## config.mk

```make
export PLATFORM = sky130hd
export DESIGN_NAME = clkgen_startup_seq
export DESIGN_NICKNAME = d
export VERILOG_FILES = /design/src/rtl/csq_pkg.sv /design/src/rtl/csq_ctl_reg.sv /design/src/rtl/csq_sync_req.sv /design/src/rtl/csq_sync_timer.sv /design/src/rtl/clkgen_startup_seq.sv
export SDC_FILE = /design/constraint.sdc
export NUM_CORES = 1
export LEC_CHECK = 0
export CELL_PAD_IN_SITES_DETAIL_PLACEMENT = 0
export CELL_PAD_IN_SITES_GLOBAL_PLACEMENT = 1
export CORE_MARGIN = 4
export CORE_UTILIZATION = 38
export CTS_CLUSTER_DIAMETER = 150
export DETAILED_ROUTE_END_ITERATION = 10
export PLACE_DENSITY_LB_ADDON = 0.1
export SYNTH_ARGS = -nofsm -noshare
export SYNTH_HDL_FRONTEND = slang
export SYNTH_SLANG_ARGS = --single-unit
```

## constraint.sdc

```tcl
create_clock -name clk -period 3.3 [get_ports clk]
set_input_delay 0.825 -clock clk [delete_from_list [all_inputs] [get_ports clk]]
set_output_delay 0.825 -clock clk [all_outputs]
set_load 0.02 [all_outputs]
```

## src/rtl/csq_pkg.sv

```systemverilog
package csq_pkg;

  localparam int CTL_W        = 6;
  localparam int BIT_AUTOSTRT = 0;
  localparam int BIT_CLKHOLD  = 1;
  localparam int BIT_MUTE     = 2;
  localparam int BIT_AUTOSYNC = 3;
  localparam int BIT_SYNC_N   = 4;
  localparam int BIT_RST_N    = 5;

  typedef enum logic [2:0] {
    S_RESET  = 3'd0,
    S_CONFIG = 3'd1,
    S_HALT   = 3'd2,
    S_LOCK   = 3'd3,
    S_SYNC   = 3'd4,
    S_RUN    = 3'd5
  } seq_state_e;

  typedef struct packed {
    logic auto_sync;
    logic sync_mute;
    logic clk_hold;
    logic autostart;
  } ctl_t;

  localparam ctl_t CTL_DEFAULT = '{auto_sync: 1'b1, sync_mute: 1'b1,
                                   clk_hold: 1'b0, autostart: 1'b1};

endpackage

```

## src/rtl/csq_ctl_reg.sv

```systemverilog
module csq_ctl_reg
  import csq_pkg::*;
#(
  parameter int W = CTL_W
) (
  input  logic         clk,
  input  logic         por_n,
  input  logic         ext_rst_n,
  input  logic         wr,
  input  logic [W-1:0] wdata,
  output ctl_t         ctl,
  output logic         sw_rst_req,
  output logic         sw_sync_req
);

  // Command bits act on the write cycle only; the settings are held.
  assign sw_rst_req  = wr && !wdata[BIT_RST_N];
  assign sw_sync_req = wr && !wdata[BIT_SYNC_N];

  always_ff @(posedge clk or negedge por_n) begin
    if (!por_n) begin
      ctl <= CTL_DEFAULT;
    end else if (!ext_rst_n) begin
      ctl <= CTL_DEFAULT;
    end else if (wr) begin
      ctl.autostart <= wdata[BIT_AUTOSTRT];
      ctl.clk_hold  <= wdata[BIT_CLKHOLD];
      ctl.sync_mute <= wdata[BIT_MUTE];
      ctl.auto_sync <= wdata[BIT_AUTOSYNC];
    end
  end

  // a pin reset leaves default settings behind it
  p_defaults_after_pin_r12: assert property (@(posedge clk) disable iff (!por_n)
    !ext_rst_n |=> (ctl == CTL_DEFAULT));

  // a write outside reset is captured into the settings
  p_write_captured_r12: assert property (@(posedge clk) disable iff (!por_n)
    (wr && ext_rst_n) |=> (ctl.autostart == $past(wdata[BIT_AUTOSTRT])));

endmodule

```

## src/rtl/csq_sync_req.sv

```systemverilog
module csq_sync_req (
  input  logic clk,
  input  logic por_n,
  input  logic pin,
  input  logic sw_req,
  output logic req
);

  logic pin_q;

  always_ff @(posedge clk or negedge por_n) begin
    if (!por_n) pin_q <= 1'b0;
    else        pin_q <= pin;
  end

  assign req = (pin && !pin_q) || sw_req;

  // a pin held high gives no request after its first cycle
  p_level_no_repeat_r10: assert property (@(posedge clk) disable iff (!por_n)
    (pin && $past(pin) && !sw_req) |-> !req);

endmodule

```

## src/rtl/csq_sync_timer.sv

```systemverilog
module csq_sync_timer #(
  parameter int LEN = 8
) (
  input  logic clk,
  input  logic por_n,
  input  logic load,
  output logic done
);

  localparam int CNT_W = (LEN > 1) ? $clog2(LEN) : 1;
  localparam logic [CNT_W-1:0] LAST = CNT_W'(LEN - 1);

  logic [CNT_W-1:0] cnt;

  always_ff @(posedge clk or negedge por_n) begin
    if (!por_n)           cnt <= '0;
    else if (load)        cnt <= LAST;
    else if (cnt != '0)   cnt <= cnt - 1'b1;
  end

  assign done = (cnt == '0);

  // the window count never leaves its range
  p_cnt_range_r6: assert property (@(posedge clk) disable iff (!por_n)
    cnt <= LAST);

  // a load always restarts a full window
  p_load_full_r6: assert property (@(posedge clk) disable iff (!por_n)
    load |=> (cnt == LAST));

endmodule

```

## src/rtl/clkgen_startup_seq.sv

```systemverilog
module clkgen_startup_seq
  import csq_pkg::*;
#(
  parameter int SYNC_LEN = 8
) (
  input  logic             clk,
  input  logic             por_n,
  input  logic             ext_rst_n,
  input  logic             ctl_wr,
  input  logic [CTL_W-1:0] ctl_wdata,
  input  logic             sync_pin,
  input  logic             cfg_done,
  input  logic             pll_locked,
  output logic             cfg_start,
  output logic             pll_req,
  output logic             sync_out,
  output logic             out_en,
  output logic             out_mute,
  output logic             sysclk_vco,
  output logic             aon_osc_en
);

  ctl_t       ctl;
  logic       sw_rst_req;
  logic       sw_sync_req;
  logic       sync_req;
  logic       sync_done;
  logic       load_sync;
  seq_state_e st;
  seq_state_e nxt;
  logic       cfg_need;
  logic       cfg_issued;
  logic       auto_pend;

  csq_ctl_reg #(.W(CTL_W)) u_ctl (
    .clk        (clk),
    .por_n      (por_n),
    .ext_rst_n  (ext_rst_n),
    .wr         (ctl_wr),
    .wdata      (ctl_wdata),
    .ctl        (ctl),
    .sw_rst_req (sw_rst_req),
    .sw_sync_req(sw_sync_req)
  );

  csq_sync_req u_req (
    .clk   (clk),
    .por_n (por_n),
    .pin   (sync_pin),
    .sw_req(sw_sync_req),
    .req   (sync_req)
  );

  csq_sync_timer #(.LEN(SYNC_LEN)) u_tmr (
    .clk  (clk),
    .por_n(por_n),
    .load (load_sync),
    .done (sync_done)
  );

  always_comb begin
    nxt = st;
    if (!ext_rst_n || sw_rst_req) begin
      nxt = S_RESET;
    end else begin
      unique case (st)
        S_RESET:  nxt = cfg_need ? S_CONFIG : (ctl.autostart ? S_LOCK : S_HALT);
        S_CONFIG: if (cfg_done) nxt = ctl.autostart ? S_LOCK : S_HALT;
        S_HALT:   if (ctl.autostart) nxt = S_LOCK;
        S_LOCK:   if (pll_locked) nxt = (auto_pend && ctl.auto_sync) ? S_SYNC : S_RUN;
        S_SYNC: begin
          if (!pll_locked)    nxt = S_LOCK;
          else if (sync_done) nxt = S_RUN;
        end
        S_RUN: begin
          if (!pll_locked)    nxt = S_LOCK;
          else if (sync_req)  nxt = S_SYNC;
        end
        default: nxt = S_RESET;
      endcase
    end
  end

  assign load_sync = (nxt == S_SYNC) && (st != S_SYNC);

  always_ff @(posedge clk or negedge por_n) begin
    if (!por_n) st <= S_RESET;
    else        st <= nxt;
  end

  // Configuration status is outside the software reset domain.
  always_ff @(posedge clk or negedge por_n) begin
    if (!por_n)                          cfg_need <= 1'b1;
    else if (!ext_rst_n)                 cfg_need <= 1'b1;
    else if (st == S_CONFIG && cfg_done) cfg_need <= 1'b0;
  end

  always_ff @(posedge clk or negedge por_n) begin
    if (!por_n)              cfg_issued <= 1'b0;
    else if (st == S_CONFIG) cfg_issued <= 1'b1;
    else                     cfg_issued <= 1'b0;
  end

  // Startup auto-sync applies to the first lock after any reset only.
  always_ff @(posedge clk or negedge por_n) begin
    if (!por_n)                         auto_pend <= 1'b1;
    else if (st == S_RESET)             auto_pend <= 1'b1;
    else if (st == S_LOCK && pll_locked) auto_pend <= 1'b0;
  end

  logic active;
  assign active     = (st == S_RUN) || (st == S_SYNC);
  assign cfg_start  = (st == S_CONFIG) && !cfg_issued;
  assign pll_req    = (st == S_LOCK) || active;
  assign sync_out   = (st == S_SYNC);
  assign out_en     = active;
  assign out_mute   = (st == S_SYNC) && ctl.sync_mute;
  assign sysclk_vco = active && !ctl.clk_hold;
  assign aon_osc_en = !sysclk_vco;

  // the load strobe never lasts more than one cycle
  p_cfg_strobe_single_r1: assert property (@(posedge clk) disable iff (!por_n)
    cfg_start |=> !cfg_start);

  // the pin reset forces the reset state
  p_pin_reset_r2: assert property (@(posedge clk) disable iff (!por_n)
    !ext_rst_n |=> (st == S_RESET) && !pll_req && !out_en);

  // a software reset write forces the reset state
  p_soft_reset_r3: assert property (@(posedge clk) disable iff (!por_n)
    sw_rst_req |=> (st == S_RESET));

  // leaving reset with configuration already loaded gives no strobe
  p_soft_no_reload_r3: assert property (@(posedge clk) disable iff (!por_n)
    (st == S_RESET && !cfg_need && ext_rst_n && !sw_rst_req) |=> !cfg_start);

  // halt keeps the PLL and outputs idle
  p_halt_quiet_r4: assert property (@(posedge clk) disable iff (!por_n)
    (st == S_HALT) |-> (!pll_req && !out_en));

  // mute only inside a sync event
  p_mute_in_sync_r7: assert property (@(posedge clk) disable iff (!por_n)
    out_mute |-> sync_out);

  // clock hold keeps the always-on oscillator selected
  p_hold_keeps_aon_r8: assert property (@(posedge clk) disable iff (!por_n)
    ctl.clk_hold |-> (aon_osc_en && !sysclk_vco));

  // no sync event can start from lock acquisition without lock
  p_no_early_sync_r10: assert property (@(posedge clk) disable iff (!por_n)
    (st == S_LOCK && !pll_locked) |=> !sync_out);

  // loss of lock in run drops the outputs next cycle
  p_lock_loss_r11: assert property (@(posedge clk) disable iff (!por_n)
    (st == S_RUN && !pll_locked && ext_rst_n && !sw_rst_req) |=> (!out_en && pll_req));

endmodule

```

==> summary by stage <==
Status
The run finished with clean final reports.

Route
The total via count in the routed design is 617. The initial detailed-routing violation count is 5. The first-pass detailed-route iteration total is 3. The routed design has 1580 um of wire. The number of remaining DRC errors is 0. Detailed routing placed a total of 95 um of wire on met3.

After detailed routing, the met2 layer carries 722 um of wire. The ratio of routed vias to standard cells is 4.90. The average routed wire per standard cell is 12.5 um. The highest metal layer carrying signal wires in the routed design is met4. In this run the remaining antenna-violating nets after routing total 0.

The wire length on met1 is 744 um.

Final layout
The finished layout holds 126 standard cells, fillers aside. At the end of the flow, the number of nets in the layout was 115. The share of cells above drive strength 1 is 0.141. The relative area change from synthesis to final layout is 31.1%. The number of antenna diodes in the final layout is 0.

STA
Setup violations remaining at the end of the flow were counted as 0. Measured against its own limit, the worst slew margin works out to 0.581. Final hold analysis gives a worst-case slack of 0.477 ns. Clock skew on the completed layout was measured at 0.00507 ns. Setup slack closes at 0.513 ns. Setup repair after global routing left no endpoint under its margin. At the pin with the least slew margin, the transition time is 0.627 ns. The final period utilization is 0.845. The clock period could shrink to 2.79 ns. The final-report hold violation count came to 0.

The maximum achievable frequency is 0.359 GHz. The total negative setup slack is 0 ns. The final number of max-transition violations is 0.

Die
The effective utilization at floorplan is 0.404. The I/O pin count is 20. The floorplan die height is 53.7 um. The die area is 0.00288 sq mm.

In this run the horizontal extent of the chip is 53.7 um. The core footprint is 0.00196 sq mm. After floorplanning, the core was divided into 16 placement rows.

Clocking
The clock slew at the register clock pins of the worst setup and hold paths is 0.09 ns. Counting along the longest clock path gives a buffer depth of 2. The clock latency at the later pin of the worst-skew pair is 0.28 ns.

Post-CTS repair changed the size of 0 cells. The root buffer cell chosen for the clock tree is clkbuf_4. The clock buffer count from CTS is 3.

The sink count of the clock tree is 14. In this run the number of H-tree levels came out at 1. The CTS tree is done. The number of buffers added for setup after CTS is 0. The count of hold-fix buffers inserted at cts is 0.

Global routing
The aggregate global routing overflow is 0. The largest net degree at the start of global routing is 15. The number of global-route vias before repair is 598. For this run, the total global-route usage over all layers was measured as 0.133. The first global-routing pass estimated 2680 um of wire.

The number of antenna violations at the first check in global routing is 0.

Min path
The number of cells on the worst hold path is 2. The min-delay analysis places its worst path in the category reg -> reg.

Place
Counting tap cells, the placed design contains a total of 122 instances. Summed over all nets, the half-perimeter wirelength after detailed placement is 1240 um. At the placement stage, the worst setup path has a slack of 0.744 ns. Input and output buffers added on the ports amount to 19.

The placer congestion estimate is 0.681.

Synth
The most frequently used flop master after synthesis is dfrtp_1. The mapped netlist covers 792 sq um. Synthesis produced a netlist with a net count of 94. After synthesis the netlist holds a flip-flop and latch count of 14.

The gate count after technology mapping is 79. During synthesis, Yosys emitted a total of 0 warnings. Of all flip-flops after synthesis, the portion carrying an async set or reset was 1.00.

The count of different cell masters after synthesis is 30. The synthesized area per cell is 10.0 sq um. The number of synthesized flops with an enable pin is 0. Of the synthesized area, sequential elements account for 0.450.

Power and ir drop
The leakage power total is 0.459 nW. For this design the ratio of total power to cell area is 481 mW/mm^2. The overall power after layout is 0.500 mW. The maximum ir drop on the vdd rail is 0.292 mV.

Setup path
The required time reported for the critical path endpoint is 2.47 ns. On the critical path, the stage with the largest delay is an instance of clkdlybuf4s50_1. The worst setup path is launched from a register. The type of the setup path with the least slack is reg -> out. The worst setup path is captured at an output pin.

The length in cells of the worst reg-to-reg path is 7. At the worst endpoint, the arrival time is 1.96 ns. Walking the worst path, the cells encountered are nor3b_1 -> nor2b_1 -> clkdlybuf4s50_1. In this design, the stage delay of the slowest critical-path cell is 0.60 ns. Along the worst path, the maximum fanout reaches 12.

Job
The tool flagged a number of max-cap violations equal to 0.
==> placed cells by master, fill, tap and decap left out, types with 2 or more instances in the layout <==
cell / synthesis / final
a2111oi_0: 2 / 2
clkbuf_4: 0 / 3
dfrtp_1: 9 / 9
o21ai_0: 2 / 2
clkdlybuf4s50_1: 0 / 19
a211oi_1: 2 / 2
nand2b_1: 4 / 4
nor2b_1: 7 / 7
dfstp_2: 5 / 5
o211ai_1: 2 / 2
a211o_1: 2 / 2
inv_1: 6 / 6
nand2_1: 8 / 8
mux2i_1: 3 / 3
nand3b_1: 2 / 2
nor2_1: 5 / 5
a21oi_1: 3 / 3
ha_1: 2 / 2
==> power breakdown <==
| group | switching (mW) | total [mW] | internal [mW] | leakage (nW) |
|---|---|---|---|---|
| Sequential | 0.0206 | 0.226 | 0.205 | 0.166 |
| Combinational | 0.0698 | 0.150 | 0.0801 | 0.273 |
| Clock | 0.0572 | 0.124 | 0.0670 | 0.0210 |
==> cell usage after synthesis, types with 2 or more instances <==
library cell | instances | share of area
nand3b_1 | 2 | 0.019
a211o_1 | 2 | 0.022
dfstp_2 | 5 | 0.17
nor2_1 | 5 | 0.024
nor2b_1 | 7 | 0.055
inv_1 | 6 | 0.028
nand2b_1 | 4 | 0.032
o21ai_0 | 2 | 0.013
buf_2 | 2 | 0.013
a211oi_1 | 2 | 0.019
ha_1 | 2 | 0.032
a21oi_1 | 3 | 0.019
nand2_1 | 8 | 0.038
o211ai_1 | 2 | 0.019
dfrtp_1 | 9 | 0.28
a2111oi_0 | 2 | 0.022
mux2i_1 | 3 | 0.038
==> path summary, 6_finish.rpt <==
path / startpoint / endpoint / slack [ns]
worst max-delay path: st[0]$_DFF_PN0_ / cfg_start / 0.51
worst min-delay path: cfg_need$_DFFE_PN1P_ / cfg_need$_DFFE_PN1P_ / 0.48
worst max register to register: u_tmr.cnt[0]$_DFFE_PN0P_ / u_tmr.cnt[1]$_DFFE_PN0P_ / 1.55
worst min register to register: cfg_need$_DFFE_PN1P_ / cfg_need$_DFFE_PN1P_ / 0.48
max in group asynchronous: por_n / u_ctl.ctl[1]$_DFFE_PN0P_ / 1.96
min in group asynchronous: por_n / st[1]$_DFF_PN0_ / 0.93
==> worst max-delay path, delay by kind of cell, from the launching register on <==
kind,cells,cell delay [ns]
buffers and inverters,1,0.60
flip-flops,1,0.56
AND/OR/NAND/NOR,2,0.52
==> logic make-up after synthesis <==
| logic type | count (synthesis) | share of synthesized area |
|---|---|---|
| AOI/OAI and AO/OA | 18 | 0.194 |
| muxes | 3 | 0.0379 |
| buffers and inverters | 10 | 0.0537 |
| adders and majority gates | 2 | 0.0316 |
| DFF | 14 | 0.450 |
| and+or+nand+nor | 31 | 0.221 |
| xor gates and xnor gates | 1 | 0.0111 |
==> routing by layer <==
layer / global-route usage / vias to the layer above
met1: 0.170 / 285
li1: - / 316
met5: 0 / -
met4: 0.0638 / 0
met2: 0.204 / 14
met3: 0.0388 / 2
==> state kept, by name, indices dropped and copies added, names as in the netlist <==
signal,cells
u_ctl.ctl,4
auto_pend,1
cfg_need,1
st,3
u_req.pin_q,1
u_tmr.cnt,3
cfg_issued,1
==> cell type report <==
cell class | instances | area (sq um)
multi-input combinational | 55 | 393
timing repair buffer | 19 | 190
fill | 203 | 923
sequential | 14 | 357
tap | 27 | 33.8
inverter | 7 | 28.8
clock buffer | 4 | 36.3
==> through the flow <==
step,instance area (sq um),util
after floorplan,792,-
after CTS,1040,0.529
final,1040,0.529
after detailed placement,1000,0.511
after global placement,1000,0.511
after global routing,1040,0.529
No activity file was read; power rests on OpenSTA's default activity.
